===== src/rtl/limit_mon_pkg.sv =====
package limit_mon_pkg;
  // Register map (word addresses)
  localparam int ADDR_HI_BASE = 0;
  localparam int ADDR_LO_BASE = 8;
  localparam int ADDR_SRC_SEL = 16;
  localparam int ADDR_IRQ_EN  = 17;
  localparam int ADDR_LIVE    = 18;
  localparam int ADDR_STICKY  = 19;

  // Upper threshold reached: sample at or above the limit
  function automatic logic reaches_high(input logic [31:0] sample, input logic [31:0] lim);
    return sample >= lim;
  endfunction

  // Lower threshold reached: sample at or below the limit
  function automatic logic reaches_low(input logic [31:0] sample, input logic [31:0] lim);
    return sample <= lim;
  endfunction
endpackage


===== src/rtl/limit_mon_cfg.sv =====
module limit_mon_cfg
  import limit_mon_pkg::*;
#(
  parameter int NUM_CH = 6,
  parameter int DATA_W = 12,
  parameter int ADDR_W = 5,
  parameter int REG_W  = 12
) (
  input  logic                          clk,
  input  logic                          rst_n,
  input  logic                          wr_en,
  input  logic [ADDR_W-1:0]             addr,
  input  logic [REG_W-1:0]              wdata,
  output logic [NUM_CH-1:0][DATA_W-1:0] hi_lim,
  output logic [NUM_CH-1:0][DATA_W-1:0] lo_lim,
  output logic [NUM_CH-1:0]             src_avg,
  output logic [2*NUM_CH-1:0]           irq_en
);
  for (genvar c = 0; c < NUM_CH; c++) begin : g_lim
    logic hi_hit, lo_hit;
    assign hi_hit = wr_en && (addr == ADDR_W'(ADDR_HI_BASE + c));
    assign lo_hit = wr_en && (addr == ADDR_W'(ADDR_LO_BASE + c));

    always_ff @(posedge clk or negedge rst_n) begin
      if (!rst_n) begin
        hi_lim[c] <= '0;
        lo_lim[c] <= '0;
      end else begin
        if (hi_hit) hi_lim[c] <= wdata[DATA_W-1:0];
        if (lo_hit) lo_lim[c] <= wdata[DATA_W-1:0];
      end
    end
  end

  always_ff @(posedge clk or negedge rst_n) begin
    if (!rst_n) begin
      src_avg <= '0;
      irq_en  <= '0;
    end else if (wr_en) begin
      if (addr == ADDR_W'(ADDR_SRC_SEL)) src_avg <= wdata[NUM_CH-1:0];
      if (addr == ADDR_W'(ADDR_IRQ_EN))  irq_en  <= wdata[2*NUM_CH-1:0];
    end
  end
endmodule


===== src/rtl/limit_mon_chan.sv =====
module limit_mon_chan
  import limit_mon_pkg::*;
#(
  parameter int DATA_W = 12
) (
  input  logic              clk,
  input  logic              rst_n,
  input  logic [DATA_W-1:0] raw_smp,
  input  logic [DATA_W-1:0] avg_smp,
  input  logic              use_avg,
  input  logic              strobe,
  input  logic [DATA_W-1:0] hi_lim,
  input  logic [DATA_W-1:0] lo_lim,
  output logic              trip_up,
  output logic              trip_lo,
  output logic              live_up,
  output logic              live_lo
);
  logic [DATA_W-1:0] smp;
  logic cmp_up, cmp_lo;

  assign smp     = use_avg ? avg_smp : raw_smp;
  assign cmp_up  = reaches_high(32'(smp), 32'(hi_lim));
  assign cmp_lo  = reaches_low(32'(smp), 32'(lo_lim));
  assign trip_up = strobe & cmp_up;
  assign trip_lo = strobe & cmp_lo;

  always_ff @(posedge clk or negedge rst_n) begin
    if (!rst_n) begin
      live_up <= 1'b0;
      live_lo <= 1'b0;
    end else if (strobe) begin
      live_up <= cmp_up;
      live_lo <= cmp_lo;
    end
  end
endmodule


===== src/rtl/limit_mon_status.sv =====
module limit_mon_status
  import limit_mon_pkg::*;
#(
  parameter int NUM_CH = 6,
  parameter int DATA_W = 12,
  parameter int ADDR_W = 5,
  parameter int REG_W  = 12
) (
  input  logic                          clk,
  input  logic                          rst_n,
  input  logic                          rd_en,
  input  logic [ADDR_W-1:0]             addr,
  input  logic [2*NUM_CH-1:0]           trip_vec,
  input  logic [2*NUM_CH-1:0]           live_vec,
  input  logic [NUM_CH-1:0][DATA_W-1:0] hi_lim,
  input  logic [NUM_CH-1:0][DATA_W-1:0] lo_lim,
  input  logic [NUM_CH-1:0]             src_avg,
  input  logic [2*NUM_CH-1:0]           irq_en,
  output logic [2*NUM_CH-1:0]           sticky_vec,
  output logic                          clr_pulse,
  output logic [REG_W-1:0]              rdata,
  output logic                          irq
);
  localparam int FLAG_W = 2 * NUM_CH;

  logic [REG_W-1:0] rd_mux;

  assign clr_pulse = rd_en && (addr == ADDR_W'(ADDR_STICKY));

  // New trips win over a simultaneous clear
  always_ff @(posedge clk or negedge rst_n) begin
    if (!rst_n) sticky_vec <= '0;
    else        sticky_vec <= (sticky_vec & ~{FLAG_W{clr_pulse}}) | trip_vec;
  end

  always_comb begin
    rd_mux = '0;
    for (int c = 0; c < NUM_CH; c++) begin
      if (addr == ADDR_W'(ADDR_HI_BASE + c)) rd_mux = REG_W'(hi_lim[c]);
      if (addr == ADDR_W'(ADDR_LO_BASE + c)) rd_mux = REG_W'(lo_lim[c]);
    end
    if (addr == ADDR_W'(ADDR_SRC_SEL)) rd_mux = REG_W'(src_avg);
    if (addr == ADDR_W'(ADDR_IRQ_EN))  rd_mux = REG_W'(irq_en);
    if (addr == ADDR_W'(ADDR_LIVE))    rd_mux = REG_W'(live_vec);
    if (addr == ADDR_W'(ADDR_STICKY))  rd_mux = REG_W'(sticky_vec);
  end

  always_ff @(posedge clk or negedge rst_n) begin
    if (!rst_n)     rdata <= '0;
    else if (rd_en) rdata <= rd_mux;
  end

  assign irq = |(sticky_vec & irq_en);
endmodule


===== src/rtl/limit_mon_bank.sv =====
module limit_mon_bank
  import limit_mon_pkg::*;
#(
  parameter int NUM_CH = 6,
  parameter int DATA_W = 12,
  parameter int ADDR_W = 5,
  localparam int REG_W = (DATA_W > 2 * NUM_CH) ? DATA_W : 2 * NUM_CH
) (
  input  logic                     clk,
  input  logic                     rst_n,
  input  logic [NUM_CH*DATA_W-1:0] raw_data,
  input  logic [NUM_CH*DATA_W-1:0] avg_data,
  input  logic [NUM_CH-1:0]        res_valid,
  input  logic                     wr_en,
  input  logic                     rd_en,
  input  logic [ADDR_W-1:0]        addr,
  input  logic [REG_W-1:0]         wdata,
  output logic [REG_W-1:0]         rdata,
  output logic                     irq
);
  logic [NUM_CH-1:0][DATA_W-1:0] hi_lim, lo_lim;
  logic [NUM_CH-1:0]             src_avg;
  logic [2*NUM_CH-1:0]           irq_en;
  logic [2*NUM_CH-1:0]           trip_vec;
  logic [2*NUM_CH-1:0]           live_vec;
  logic [2*NUM_CH-1:0]           sticky_vec;
  logic                          clr_pulse;

  limit_mon_cfg #(
    .NUM_CH(NUM_CH), .DATA_W(DATA_W), .ADDR_W(ADDR_W), .REG_W(REG_W)
  ) u_cfg (
    .clk(clk), .rst_n(rst_n), .wr_en(wr_en), .addr(addr), .wdata(wdata),
    .hi_lim(hi_lim), .lo_lim(lo_lim), .src_avg(src_avg), .irq_en(irq_en)
  );

  for (genvar c = 0; c < NUM_CH; c++) begin : g_ch
    limit_mon_chan #(.DATA_W(DATA_W)) u_chan (
      .clk     (clk),
      .rst_n   (rst_n),
      .raw_smp (raw_data[c*DATA_W +: DATA_W]),
      .avg_smp (avg_data[c*DATA_W +: DATA_W]),
      .use_avg (src_avg[c]),
      .strobe  (res_valid[c]),
      .hi_lim  (hi_lim[c]),
      .lo_lim  (lo_lim[c]),
      .trip_up (trip_vec[c]),
      .trip_lo (trip_vec[NUM_CH+c]),
      .live_up (live_vec[c]),
      .live_lo (live_vec[NUM_CH+c])
    );
  end

  limit_mon_status #(
    .NUM_CH(NUM_CH), .DATA_W(DATA_W), .ADDR_W(ADDR_W), .REG_W(REG_W)
  ) u_status (
    .clk(clk), .rst_n(rst_n), .rd_en(rd_en), .addr(addr),
    .trip_vec(trip_vec), .live_vec(live_vec),
    .hi_lim(hi_lim), .lo_lim(lo_lim), .src_avg(src_avg), .irq_en(irq_en),
    .sticky_vec(sticky_vec), .clr_pulse(clr_pulse), .rdata(rdata), .irq(irq)
  );
endmodule


===== config.mk =====
export PLATFORM = sky130hd
export DESIGN_NAME = limit_mon_bank
export DESIGN_NICKNAME = d
export VERILOG_FILES = /design/src/rtl/limit_mon_pkg.sv /design/src/rtl/limit_mon_cfg.sv /design/src/rtl/limit_mon_chan.sv /design/src/rtl/limit_mon_status.sv /design/src/rtl/limit_mon_bank.sv
export SDC_FILE = /design/constraint.sdc
export NUM_CORES = 1
export LEC_CHECK = 0
export ABC_AREA = 1
export CORE_MARGIN = 5
export CORE_UTILIZATION = 32
export DETAILED_ROUTE_END_ITERATION = 12
export DONT_BUFFER_PORTS = 1
export SYNTH_ARGS = -nofsm -noshare
export SYNTH_HDL_FRONTEND = slang
export SYNTH_SLANG_ARGS = --single-unit

===== constraint.sdc =====
create_clock -name clk -period 3.06 [get_ports clk]
set_clock_uncertainty 0.1 [all_clocks]
set_input_delay 0.306 -clock clk [delete_from_list [all_inputs] [get_ports clk]]
set_output_delay 0.306 -clock clk [all_outputs]
set_load 0.02 [all_outputs]

### Yosys cells after proc, flatten, opt, wreduce, memory -nomap -nowiden

Index checks and enable logic that the tools add are counted.

* $add $sub $neg: 0
* multiply operators: 0
* divide/modulo/power cells: 0
* order comparisons: 12
* eq/ne operators: 15
* shift operators: 0
* multiplexer cells: 22
* bitwise gates (word level): 16
* reduce and logical (&&, ||, !) cells: 17

Operators with widths (count)
* 12-bit 2-to-1 mux: 22
* 12-bit >= comparator: 6
* 12-bit <= comparator: 6
* 5-bit by 4-bit == test with 1-bit output (second input constant): 6
* 12-bit bitwise AND: 2
* 5-bit == test (second input constant): 4
* 1-bit logical AND: 13
* 1-bit bitwise AND: 12
* 12-bit NOT: 1
* 12-bit OR: 1
* 12-bit OR reduction: 1
* 5-bit by 2-bit == test with 1-bit output (second input constant): 2
* 5-bit by 3-bit == test with 1-bit output (second input constant): 2
* 5-bit by 1-bit == test with 1-bit output (second input constant): 1
* 5-bit zero test: 1
* 2-bit AND reduction: 2

* register bits after elaboration: 198
* bits in latches: 0
* bits in writable memories: 0
* memory bits (read-only): 0
* bits of input ports: 171
* output and inout port bits: 13
* word-level logic and storage cells: 110
* memories: 0

### Logic depth before layout (Yosys ltp)

Gate-level depths: netlist of the first run.

* depth in word-level cells: 17
* mapped depth: 14
* mapped depth without buffers: 14

### Modules after synthesis

From an unflattened synthesis of the first run, not the netlist that was laid out.

* cell total of the unflattened synthesis: 1991
* area, all modules: 14561.5 sq um

By module, submodules not included
* limit_mon_cfg: times used 1, cells an instance 746, area an instance 6523.8 sq um, sequential area each 4053.9 sq um
* limit_mon_chan at g_ch[0].u_chan ...: times used 3, cells an instance 132, area an instance 903.4 sq um, sequential area each 50.0 sq um
* limit_mon_chan at g_ch[3].u_chan ...: times used 3, cells an instance 131, area an instance 900.9 sq um, sequential area each 50.0 sq um
* limit_mon_status: times used 1, cells an instance 456, area an instance 2625.0 sq um, sequential area each 600.6 sq um

### Least setup slack after synthesis of the first run

OpenSTA, ideal clock, no wires.

* path kind: reg-to-reg
* start point: register u_cfg.src_avg[2]
* end point: register g_ch[2].u_chan.live_up
* library setup time: 0.132 ns
* arrival time: 2.165 ns
* required time: 2.828 ns
* path slack: 0.663 ns
* stages on the path, launching flop included: 12
* buffers on the path: 1
* clock period less this slack: 2.397 ns
* cells stage by stage: dfrtp_1 > clkbuf_1 > mux2_2 > ha_1 > a21oi_1 > nor2_1 > a211oi_1 > nand2_1 > nand3_1 > a21oi_1 > o21ai_0 > o21ai_0

* cells in the longest elaborated chain, start to end: 2

Ends and longest elaborated chain
* from (decl): line limit_mon_cfg.sv:16 `output logic [NUM_CH-1:0] src_avg,`
* from (signal assigned): line limit_mon_cfg.sv:40 `if (addr == ADDR_W'(ADDR_SRC_SEL)) src_avg <= wdata[NUM_CH-1:0];`
* 12-bit 2-to-1 mux: line limit_mon_chan.sv:22 `assign smp = use_avg ? avg_smp : raw_smp;`
* 12-bit >= comparator: line limit_mon_pkg.sv:12 `return sample >= lim;`
* to (signal assigned): line limit_mon_chan.sv:33 `live_up <= cmp_up;`
* to (decl): line limit_mon_chan.sv:16 `output logic live_up,`

No other way between the ends.
A chain may end at the register's enable or synchronous reset.

### Worst setup path after layout of the first run

* start point: register u_cfg.src_avg[3]
* end point: register g_ch[3].u_chan.live_lo

* cells in the longest elaborated chain, start to end: 2

Ends and longest elaborated chain
* 12-bit 2-to-1 mux: line limit_mon_chan.sv:22
* 12-bit <= comparator: line limit_mon_pkg.sv:17 `return sample <= lim;`
* to (signal assigned): line limit_mon_chan.sv:34 `live_lo <= cmp_lo;`
* to (decl): line limit_mon_chan.sv:17 `output logic live_lo`

No other way between the ends.

==> key figures, run 1 <==
Critical path
  – Cells along the critical path: mux2_2, ha_1, nand4_1, nor3_1, nand3_1, o21ai_0, nand2_1, o21ai_0
  – CP Max Fanout: 14
  – Crit path top cell by count: o21ai_0
  – Crit-path slowest cell: dfrtp_1
  – Largest stage delay, worst path: 0.73 ns
  – Crit. End Element: flip-flop
  – Reg2Reg Launch Point: u_cfg.src_avg[3]
  – Reg2reg setup slack: 0.19 ns
  – Startpoint Class: flip-flop
  – Launch point of the worst path: u_cfg.src_avg[3]
  – Crit path arrival time: 3.13 ns
  – CP Class: flip-flop to flip-flop
  – Required time of the critical path: 3.32 ns

Floorplan
  – Ports: 184
  – DIE HEIGHT: 212 µm
  – Core area: 40600 µm²
  – Die Footprint: 45000 µm²
  – Initial core utilization: 32.2%
  – DIE WIDTH: 212 µm
  – Rows: 74

Route
  – DRC violations left: 0
  – Via Count: 11.0k
  – DRT Wirelength: 41800 µm
  – Drt first pass iters: 5
  – Drt wl/cell: 19.4 µm
  – Vias per std cell: 5.09
  – Initial detailed-routing violation count: 959
  – Antenna-violating nets left: 0

Power
  – Seq pwr share: 43.9%
  – Gate power share: 29.5%
  – Power Density: 570 nW/µm²
  – Maximum vdd drop: 0.368 mV
  – Leak: 0.00651 µW
  – Share of power burned in the clock network: 26.6%
  – Int Power: 5170 µW
  – Switching Share: 35.9%
  – Switch Pwr: 2900 µW

Layout
  – Fillers: 4166
  – # diodes: 0
  – Share of cells above drive strength 1: 8.70%
  – Final net count: 1923
  – Layout Utilization: 34.8%
  – Layout area overhead: 8.01%

Clocking
  – PostCTS Resize Cnt: 0
  – Skew-Pair Late Insertion Delay: 0.45 ns
  – Post-CTS Setup Inserts: 0
  – Clock Root Buffer: clkbuf_16
  – CTS sink cnt: 198
  – Clock-pin slew on the worst setup and hold paths: 0.08 ns
  – Longest Clk Path Bufs: 2
  – Post-CTS Hold Fix Bufs: 7
  – CTS buffer count: 17
  – CTS tree: done
  – H-tree levels: 4

Placement
  – IO Port Bufs: 0
  – Routability cong.: 0.890
  – Post-DP HPWL: 32200 µm
  – Place WS: 0.285 ns

Timing
  – Setup Viol. Count Final: 0
  – Hold Vio Cnt, Final: 198
  – Max_slew headroom: 46.6%
  – RSZ-0062 raised after global routing: no
  – Setup TNS: 0 ns
  – Hold_ws: -0.529 ns
  – Peak Freq: 349 MHz
  – Max Slew Vio Count: 0
  – Worst slew pin tran: 0.799 ns
  – Tcrit/Tclk final: 93.6%
  – Setup ws final: 0.195 ns
  – Final worst path period need: 2.87 ns

GRT
  – Gr ovfl total: 0
  – Number of global-route vias before repair: 10.7k
  – Largest net degree at the start of global routing: 199
  – GRT Total Usage: 18.5%
  – First-pass GRT wire length: 63900 µm
  – Initial antenna violation count: 1

Synthesis
  – Dominant synthesized flop cell: dfrtp_1
  – FFs w/ async S/R, synth: 100%
  – Top cells by area, synth: dfrtp_1 38%, ha_1 14%, nand2_1 12%
  – Largest area contributor in the netlist: dfrtp_1
  – Number of synthesized flops with an enable pin: 0
  – Count of cell types in the netlist: 37
  – Synth Instances: 1629
  – Yosys warning total: 0
  – Register bit total from synthesis: 198
  – Register area share after synthesis: 37.9%
  – Yosys top cell area share: 37.9%
  – Synthesized cell area: 13100 µm²
  – Synth Area per Inst: 8.03 µm²
  – Syn Nets: 1944

Outcome
  – Status: finished with violations
  – Failing checks: negative hold slack

Flow run
  – # Max-Cap Violations: 0

Hold path
  – Hold WC Path Type: primary input to async pin
-- cell families (layout without fill, tap and decap cells) --
kind of cell | after synthesis | after routing | synth area share (%)
and+or+nand+nor | 562 | 562 | 18.3
adders and majority gates | 144 | 144 | 13.8
AOI/OAI and AO/OA | 371 | 371 | 15.0
buffers and inverters | 282 | 273 | 8.88
muxes | 72 | 72 | 6.14
DFF | 198 | 198 | 37.9
-- final timing paths --
kind	depth (start not counted)	to
setup / recovery	8	g_ch[3].u_chan.live_lo
hold / removal	0	u_status.rdata[5]
setup reg to reg	8	g_ch[3].u_chan.live_lo
hold reg to reg	2	u_cfg.hi_lim[42]
max in group asynchronous	0	u_cfg.hi_lim[19]
min in group clk	3	u_status.rdata[2]
-- through the flow --
step / cells / hold WS (ns) / cell area [µm²] / power (µW)
3_3_place_gp: 2114 / -0.0757 / 13500 / 5830
3_5_place_dp: 2114 / -0.0755 / 13500 / 5940
2_1_floorplan: 1629 / -0.0896 / 13100 / 5180
5_1_grt: 2152 / -0.555 / 14100 / 8670
6_report: 2152 / -0.529 / 14100 / 8060
4_1_cts: 2152 / -0.549 / 14100 / 8100
-- power by group through the flow --
stage	registers (µW)	logic, µW	clock network [µW]
after CTS	3530	2390	2170
final	3540	2380	2150
after global routing	3600	2780	2290
after floorplan	3410	1770	0
after detailed placement	3580	2360	0
after global placement	3560	2270	0
-- worst max-delay path, delay by kind of cell, from the launching register on --
| family | cells | cell delay, ns |
|---|---|---|
| AO/OA/AOI/OAI | 2 | 0.47 |
| AND/OR/NAND/NOR | 4 | 0.69 |
| adder cells (fa/ha/maj) | 1 | 0.31 |
| multiplexers | 1 | 0.47 |
| flip-flops | 1 | 0.73 |
-- flip-flops by register name, indices dropped and copies added, names as in the netlist --
signal / count
u_cfg.lo_lim: 72
u_status.sticky_vec: 12
u_cfg.src_avg: 6
g_ch.u_chan.live_up: 6
g_ch.u_chan.live_lo: 6
u_cfg.hi_lim: 72
u_status.rdata: 12
u_cfg.irq_en: 12
-- area by class of cell --
cell class	instances	area (µm²)	share of cell area, %
repair buffers	21	175	1.24
multi-input cells	1149	6970	49.3
inverters	221	830	5.87
clock buffers	19	443	3.13
flip-flops and latches	198	4950	35.1
clock inverters	12	97.6	0.691
well taps	532	666	4.71
-- metal layers --
metal	vias to the layer above	part of all wire, %	wire length, µm	GRT usage (%)
li1	5380	-	-	-
met4	2	2.3	970	4.99
met5	-	0.031	13	0
met3	45	5.0	2080	2.74
met1	5220	45	18800	25.1
met2	317	48	19900	30.9
-- synth_stat cells (6+ instances only) --
master	n
clkbuf_1	41
inv_1	213
nor2_1	41
clkbuf_8	7
nand2_1	410
inv_2	8
ha_1	144
o21ai_1	18
nand4_1	49
a211oi_1	7
dfrtp_1	198
o21ai_0	208
mux2i_1	6
nor2_2	8
nor3_1	9
a21oi_1	107
nor2_4	9
mux2_2	66
nand3_1	30
buf_2	9
-- cells in the final DEF, fill, tap and decap left out, types with 2 or more instances in the layout --
master	Yosys	routed
a211oi_1	7	7
a21boi_0	5	5
a21o_1	4	4
a21oi_1	107	107
a221oi_1	3	3
a22o_1	3	3
a22oi_1	5	5
buf_4	2	14
clkbuf_16	0	17
clkinv_4	0	2
clkinvlp_4	0	5
dfrtp_1	198	198
dlygate4sd3_1	0	7
ha_1	144	144
inv_1	213	213
inv_2	8	8
inv_6	0	3
mux2_2	66	66
mux2i_1	6	6
nand2_1	410	410
nand2_2	3	3
nand2_4	2	2
nand3_1	30	30
nand4_1	49	49
nor2_1	41	41
nor2_2	8	8
nor2_4	9	9
nor3_1	9	9
o2111ai_1	2	2
o21ai_0	208	208
o21ai_1	18	18
o21bai_1	4	4
Note: power is estimated with default switching activity, not from simulation.
==> inputs of run 2 (changes only) <==
- CORE_MARGIN: 5 -> 2
==> key figures, run 2 (same netlist as run 1, synthesis figures left out) <==
Timing
  – RSZ-0062 raised after global routing: no
  – Tcrit/Tclk final: 89.1%
  – Peak Freq: 367 MHz
  – Hold_ws: -0.535 ns
  – Max Slew Vio Count: 0
  – Setup Viol. Count Final: 0
  – Max_slew headroom: 41.5%
  – Setup TNS: 0 ns
  – Worst slew pin tran: 0.877 ns
  – Hold Vio Cnt, Final: 198
  – Final worst path period need: 2.73 ns

Power
  – Leak: 0.00654 µW
  – Power Density: 583 nW/µm²
  – Maximum vdd drop: 0.246 mV

Clocking
  – Clock-pin slew on the worst setup and hold paths: 0.07 ns
  – Longest Clk Path Bufs: 2
  – CTS sink cnt: 198
  – CTS buffer count: 17
  – Post-CTS Hold Fix Bufs: 6
  – Post-CTS Setup Inserts: 0
  – Skew-Pair Late Insertion Delay: 0.45 ns
  – CTS tree: done
  – Clock Root Buffer: clkbuf_16
  – H-tree levels: 4

Floorplan
  – Initial core utilization: 32.3%
  – Rows: 74
  – DIE HEIGHT: 206 µm
  – Ports: 184
  – Die Footprint: 42500 µm²
  – DIE WIDTH: 206 µm
  – Core area: 40600 µm²

Placement
  – IO Port Bufs: 0
  – Routability cong.: 0.892
  – Post-DP HPWL: 31700 µm
  – DP Area: 13500 µm²
  – Dpl cells: 2112

Layout
  – Regs by FF count: u_cfg.hi_lim: 72 flops, u_cfg.lo_lim: 72 flops
  – Layout Utilization: 34.9%
  – Finished Layout Cells: 2150
  – Layout area overhead: 8.31%
  – Final net count: 1920
  – Share of cells above drive strength 1: 8.78%
  – Most common cell after layout, fill and taps aside: nand2_1
  – Fillers: 4257
  – # diodes: 0
  – Most frequent cells in the layout: 410 x nand2_1, 213 x inv_1, 208 x o21ai_0
  – Fin area: 14200 µm²

Outcome
  – Failing checks: negative hold slack
  – Status: finished with violations

Critical path
  – Startpoint Class: flip-flop
  – Reg2Reg Launch Point: u_cfg.src_avg[2]
  – Crit path arrival time: 2.93 ns
  – Required time of the critical path: 3.26 ns
  – Reg2reg end: u_status.sticky_vec[2]
  – Reg2reg setup slack: 0.33 ns
  – CP Max Fanout: 14
  – Worst R2R Path Depth: 12
  – Crit. End Element: flip-flop
  – CP Class: flip-flop to flip-flop

Route
  – DRC violations left: 0
  – Vias per std cell: 5.12
  – Via Count: 11.0k
  – Initial detailed-routing violation count: 901
  – DRT Wirelength: 41400 µm
  – Drt first pass iters: 5
  – Antenna-violating nets left: 0
  – Drt wl/cell: 19.3 µm

GRT
  – Number of global-route vias before repair: 10.6k
  – Most used routing layer: met2
  – Gr ovfl total: 0
  – Initial antenna violation count: 1
  – Met3 usage: 3.45%
  – First-pass GRT wire length: 63500 µm
  – Largest net degree at the start of global routing: 199
  – GRT Total Usage: 20.0%
  – Met1 usage: 26.7%
  – Met2 Use GR: 32.6%

Hold path
  – Hold WC Path Type: primary input to async pin

Flow run
  – # Max-Cap Violations: 0
-- run 2: repair_timing --
action | CTS | global route
endpoints found under the hold margin | 221 | 198
resized for setup | 0 | 2
setup endpoints to repair | 0 | 4
-- run 2: per-stage QoR --
step	setup slack [ns]	total power, µW
after floorplan	0.663	5180
after global placement	0.233	5830
after detailed placement	0.135	5930
after CTS	0.131	8320
after global routing	0.0259	8880
final	0.333	8270
-- run 2: how the worst max path moves through the flow --
stage	from	slack (ns)	cells after the start	end
after global placement	u_cfg.src_avg[2]	0.23	12	u_status.sticky_vec[2]
after global routing	u_cfg.src_avg[3]	0.03	12	u_status.sticky_vec[3]
final	u_cfg.src_avg[2]	0.33	12	u_status.sticky_vec[2]
after detailed placement	u_cfg.src_avg[2]	0.14	12	u_status.sticky_vec[2]
after CTS	u_cfg.src_avg[2]	0.13	12	g_ch[2].u_chan.live_up
after floorplan	u_cfg.src_avg[2]	0.66	11	g_ch[2].u_chan.live_up
-- run 2: metal layers --
| layer | routed length (µm) | vias to the layer above |
|---|---|---|
| li1 | - | 5373 |
| met1 | 18600 | 5247 |
| met2 | 19400 | 331 |
| met3 | 2340 | 57 |
| met4 | 1130 | 2 |
| met5 | 13 | - |
-- run 2: final cells by class --
class | instances | area, µm² | share of cell area, %
timing repair buffer | 18 | 150 | 1.06
clock buffer | 19 | 443 | 3.13
sequential | 198 | 4960 | 35.0
multi-input combinational | 1149 | 6970 | 49.2
tap | 532 | 666 | 4.70
inverter | 221 | 830 | 5.85
clock inverter | 13 | 159 | 1.12
-- run 2: report_power, final --
group | internal, µW | total, µW | switching (µW)
clock network | 1260 | 2360 | 1100
logic | 995 | 2360 | 1370
registers | 3090 | 3550 | 455
total | 5340 | 8270 | 2930
-- run 2: critical path, stage by stage, from the launching register on --
cell,delay [ns]
dfrtp_2,0.55
mux2i_1,0.33
ha_1,0.28
o21ai_0,0.15
a21boi_0,0.10
o21ai_0,0.16
nand2_1,0.07
nand2_1,0.06
nand2_1,0.07
nand3_1,0.08
a21oi_1,0.08
o21ai_0,0.39
o21ai_0,0.16
==> inputs of run 3 (changes only) <==
- CELL_PAD_IN_SITES_DETAIL_PLACEMENT: unset -> 0
- CELL_PAD_IN_SITES_GLOBAL_PLACEMENT: unset -> 1
- PLACE_DENSITY_LB_ADDON: unset -> 0.1
==> key figures, run 3 (same netlist as run 1, synthesis figures left out) <==
Timing
  – Setup TNS: 0 ns
  – Max_slew headroom: 38.0%
  – Setup Viol. Count Final: 0
  – Worst slew pin tran: 0.928 ns
  – Max Slew Vio Count: 0
  – Tcrit/Tclk final: 90.2%
  – Final worst path period need: 2.76 ns
  – Hold Vio Cnt, Final: 198
  – RSZ-0062 raised after global routing: no
  – Peak Freq: 362 MHz
  – Hold_ws: -0.533 ns

Placement
  – IO Port Bufs: 0
  – Dpl cells: 2117
  – Post-DP HPWL: 34400 µm
  – Routability cong.: 0.855

Critical path
  – Required time of the critical path: 3.34 ns
  – Largest stage delay, worst path: 0.66 ns
  – Cells along the critical path: mux2_2, ha_1, nand4_1, nor3_1, nand3_1, o21ai_0, nand2_1, o21ai_0
  – CP delay by family, top: simple AND/OR/NAND/NOR gates
  – CP Max Fanout: 14
  – Crit. End Element: flip-flop
  – Crit-path slowest cell: dfrtp_1
  – CP Class: flip-flop to flip-flop
  – Crit path arrival time: 3.04 ns
  – Worst Path Buf+Inv: 0
  – Startpoint Class: flip-flop
  – Crit path top cell by count: o21ai_0

Route
  – DRT Wirelength: 45200 µm
  – Initial detailed-routing violation count: 771
  – Vias per std cell: 5.03
  – Antenna-violating nets left: 0
  – Drt first pass iters: 5
  – DRC violations left: 0
  – Drt wl/cell: 21.0 µm
  – Via Count: 10.8k

Outcome
  – Failing checks: negative hold slack
  – Status: finished with violations

GRT
  – Number of global-route vias before repair: 10.5k
  – GRT Total Usage: 21.9%
  – Initial antenna violation count: 4
  – First-pass GRT wire length: 67400 µm
  – Largest net degree at the start of global routing: 199
  – Gr ovfl total: 0

Clocking
  – Clock-pin slew on the worst setup and hold paths: 0.08 ns
  – Longest Clk Path Bufs: 2
  – CTS tree: done
  – Post-CTS Hold Fix Bufs: 6
  – CTS buffer count: 17
  – CTS sink cnt: 198
  – Skew-Pair Late Insertion Delay: 0.46 ns
  – H-tree levels: 4
  – Clock Root Buffer: clkbuf_16

Floorplan
  – Core area: 40600 µm²
  – Initial core utilization: 32.3%
  – Die Footprint: 42500 µm²
  – Ports: 184
  – DIE HEIGHT: 206 µm
  – Rows: 74
  – DIE WIDTH: 206 µm

Layout
  – # diodes: 0
  – Regs by FF count: u_cfg.hi_lim: 72 flops, u_cfg.lo_lim: 72 flops
  – Layout area overhead: 8.47%
  – Layout Utilization: 35.0%
  – Finished Layout Cells: 2155
  – Most common cell after layout, fill and taps aside: nand2_1
  – Share of cells above drive strength 1: 9.06%
  – Most frequent cells in the layout: 410 x nand2_1, 213 x inv_1, 208 x o21ai_0
  – Final net count: 1925

Power
  – Power Density: 581 nW/µm²
  – Maximum vdd drop: 0.325 mV
  – Leak: 0.00655 µW

Flow run
  – # Max-Cap Violations: 0

Hold path
  – Hold WC Path Type: primary input to async pin
==> run 3: cell count changes in the layout (fill, tap and decap cells not counted) <==
cell        change
clkinvlp_4      +1
clkinv_4        +4
buf_4           +5
clkbuf_1        -1
dfrtp_1         +1
inv_8           -3
clkbuf_8        +2
dfrtp_2         -1
inv_6           -2
bufinv_16       -1
==> run 3: final cells by class <==
cell class              instances  area [µm²]
clock buffers                  20         467
inverters                     221         830
flip-flops and latches        198        4960
clock inverters                12         120
repair buffers                 23         188
well taps                     532         666
fillers                      4379       26400
multi-input cells            1149        6970
==> run 3: path summary, 6_finish.rpt <==
check / start / end / slack (ns) / cells past startpoint
max in group asynchronous: rst_n / u_status.rdata[4] / 3.00 / 0
max: u_cfg.src_avg[3] / g_ch[3].u_chan.live_lo / 0.30 / 8
max reg2reg: u_cfg.src_avg[3] / g_ch[3].u_chan.live_lo / 0.30 / 8
min reg2reg: u_cfg.lo_lim[38] / u_cfg.lo_lim[38] / 0.39 / 2
min in group clk: res_valid[1] / u_status.sticky_vec[1] / 0.08 / 2
min: rst_n / u_cfg.hi_lim[24] / -0.53 / 0
==> run 3: timing repair <==
item	4_1_cts	5_1_grt
gates resized for setup	0	1
endpoints found under the setup margin	0	2
hold endpoints to repair	221	198
setup buffers	0	0
==> run 3: report_power, final <==
group	leakage, µW	internal, µW	switching (µW)
Combinational	0.00375	988	1400
Clock	0.000284	1200	1120
Sequential	0.00252	3090	447
==> run 3: per-layer routing <==
metal / GRT usage, % / vias to the layer above / wire, µm
li1: - / 5405 / -
met1: 31.6 / 5152 / 22100
met2: 34.4 / 240 / 20600
met3: 2.90 / 35 / 1740
met4: 5.59 / 2 / 739
met5: 0 / - / 13
==> run 3: stage by stage <==
stage          setup WS (ns)  total power [µW]  area [µm²]
3_5_place_dp           0.297              5980       13500
2_1_floorplan          0.663              5180       13100
6_report               0.299              8240       14200
3_3_place_gp           0.296              5930       13500
5_1_grt               0.0595              8890       14200
4_1_cts                0.273              8350       14200
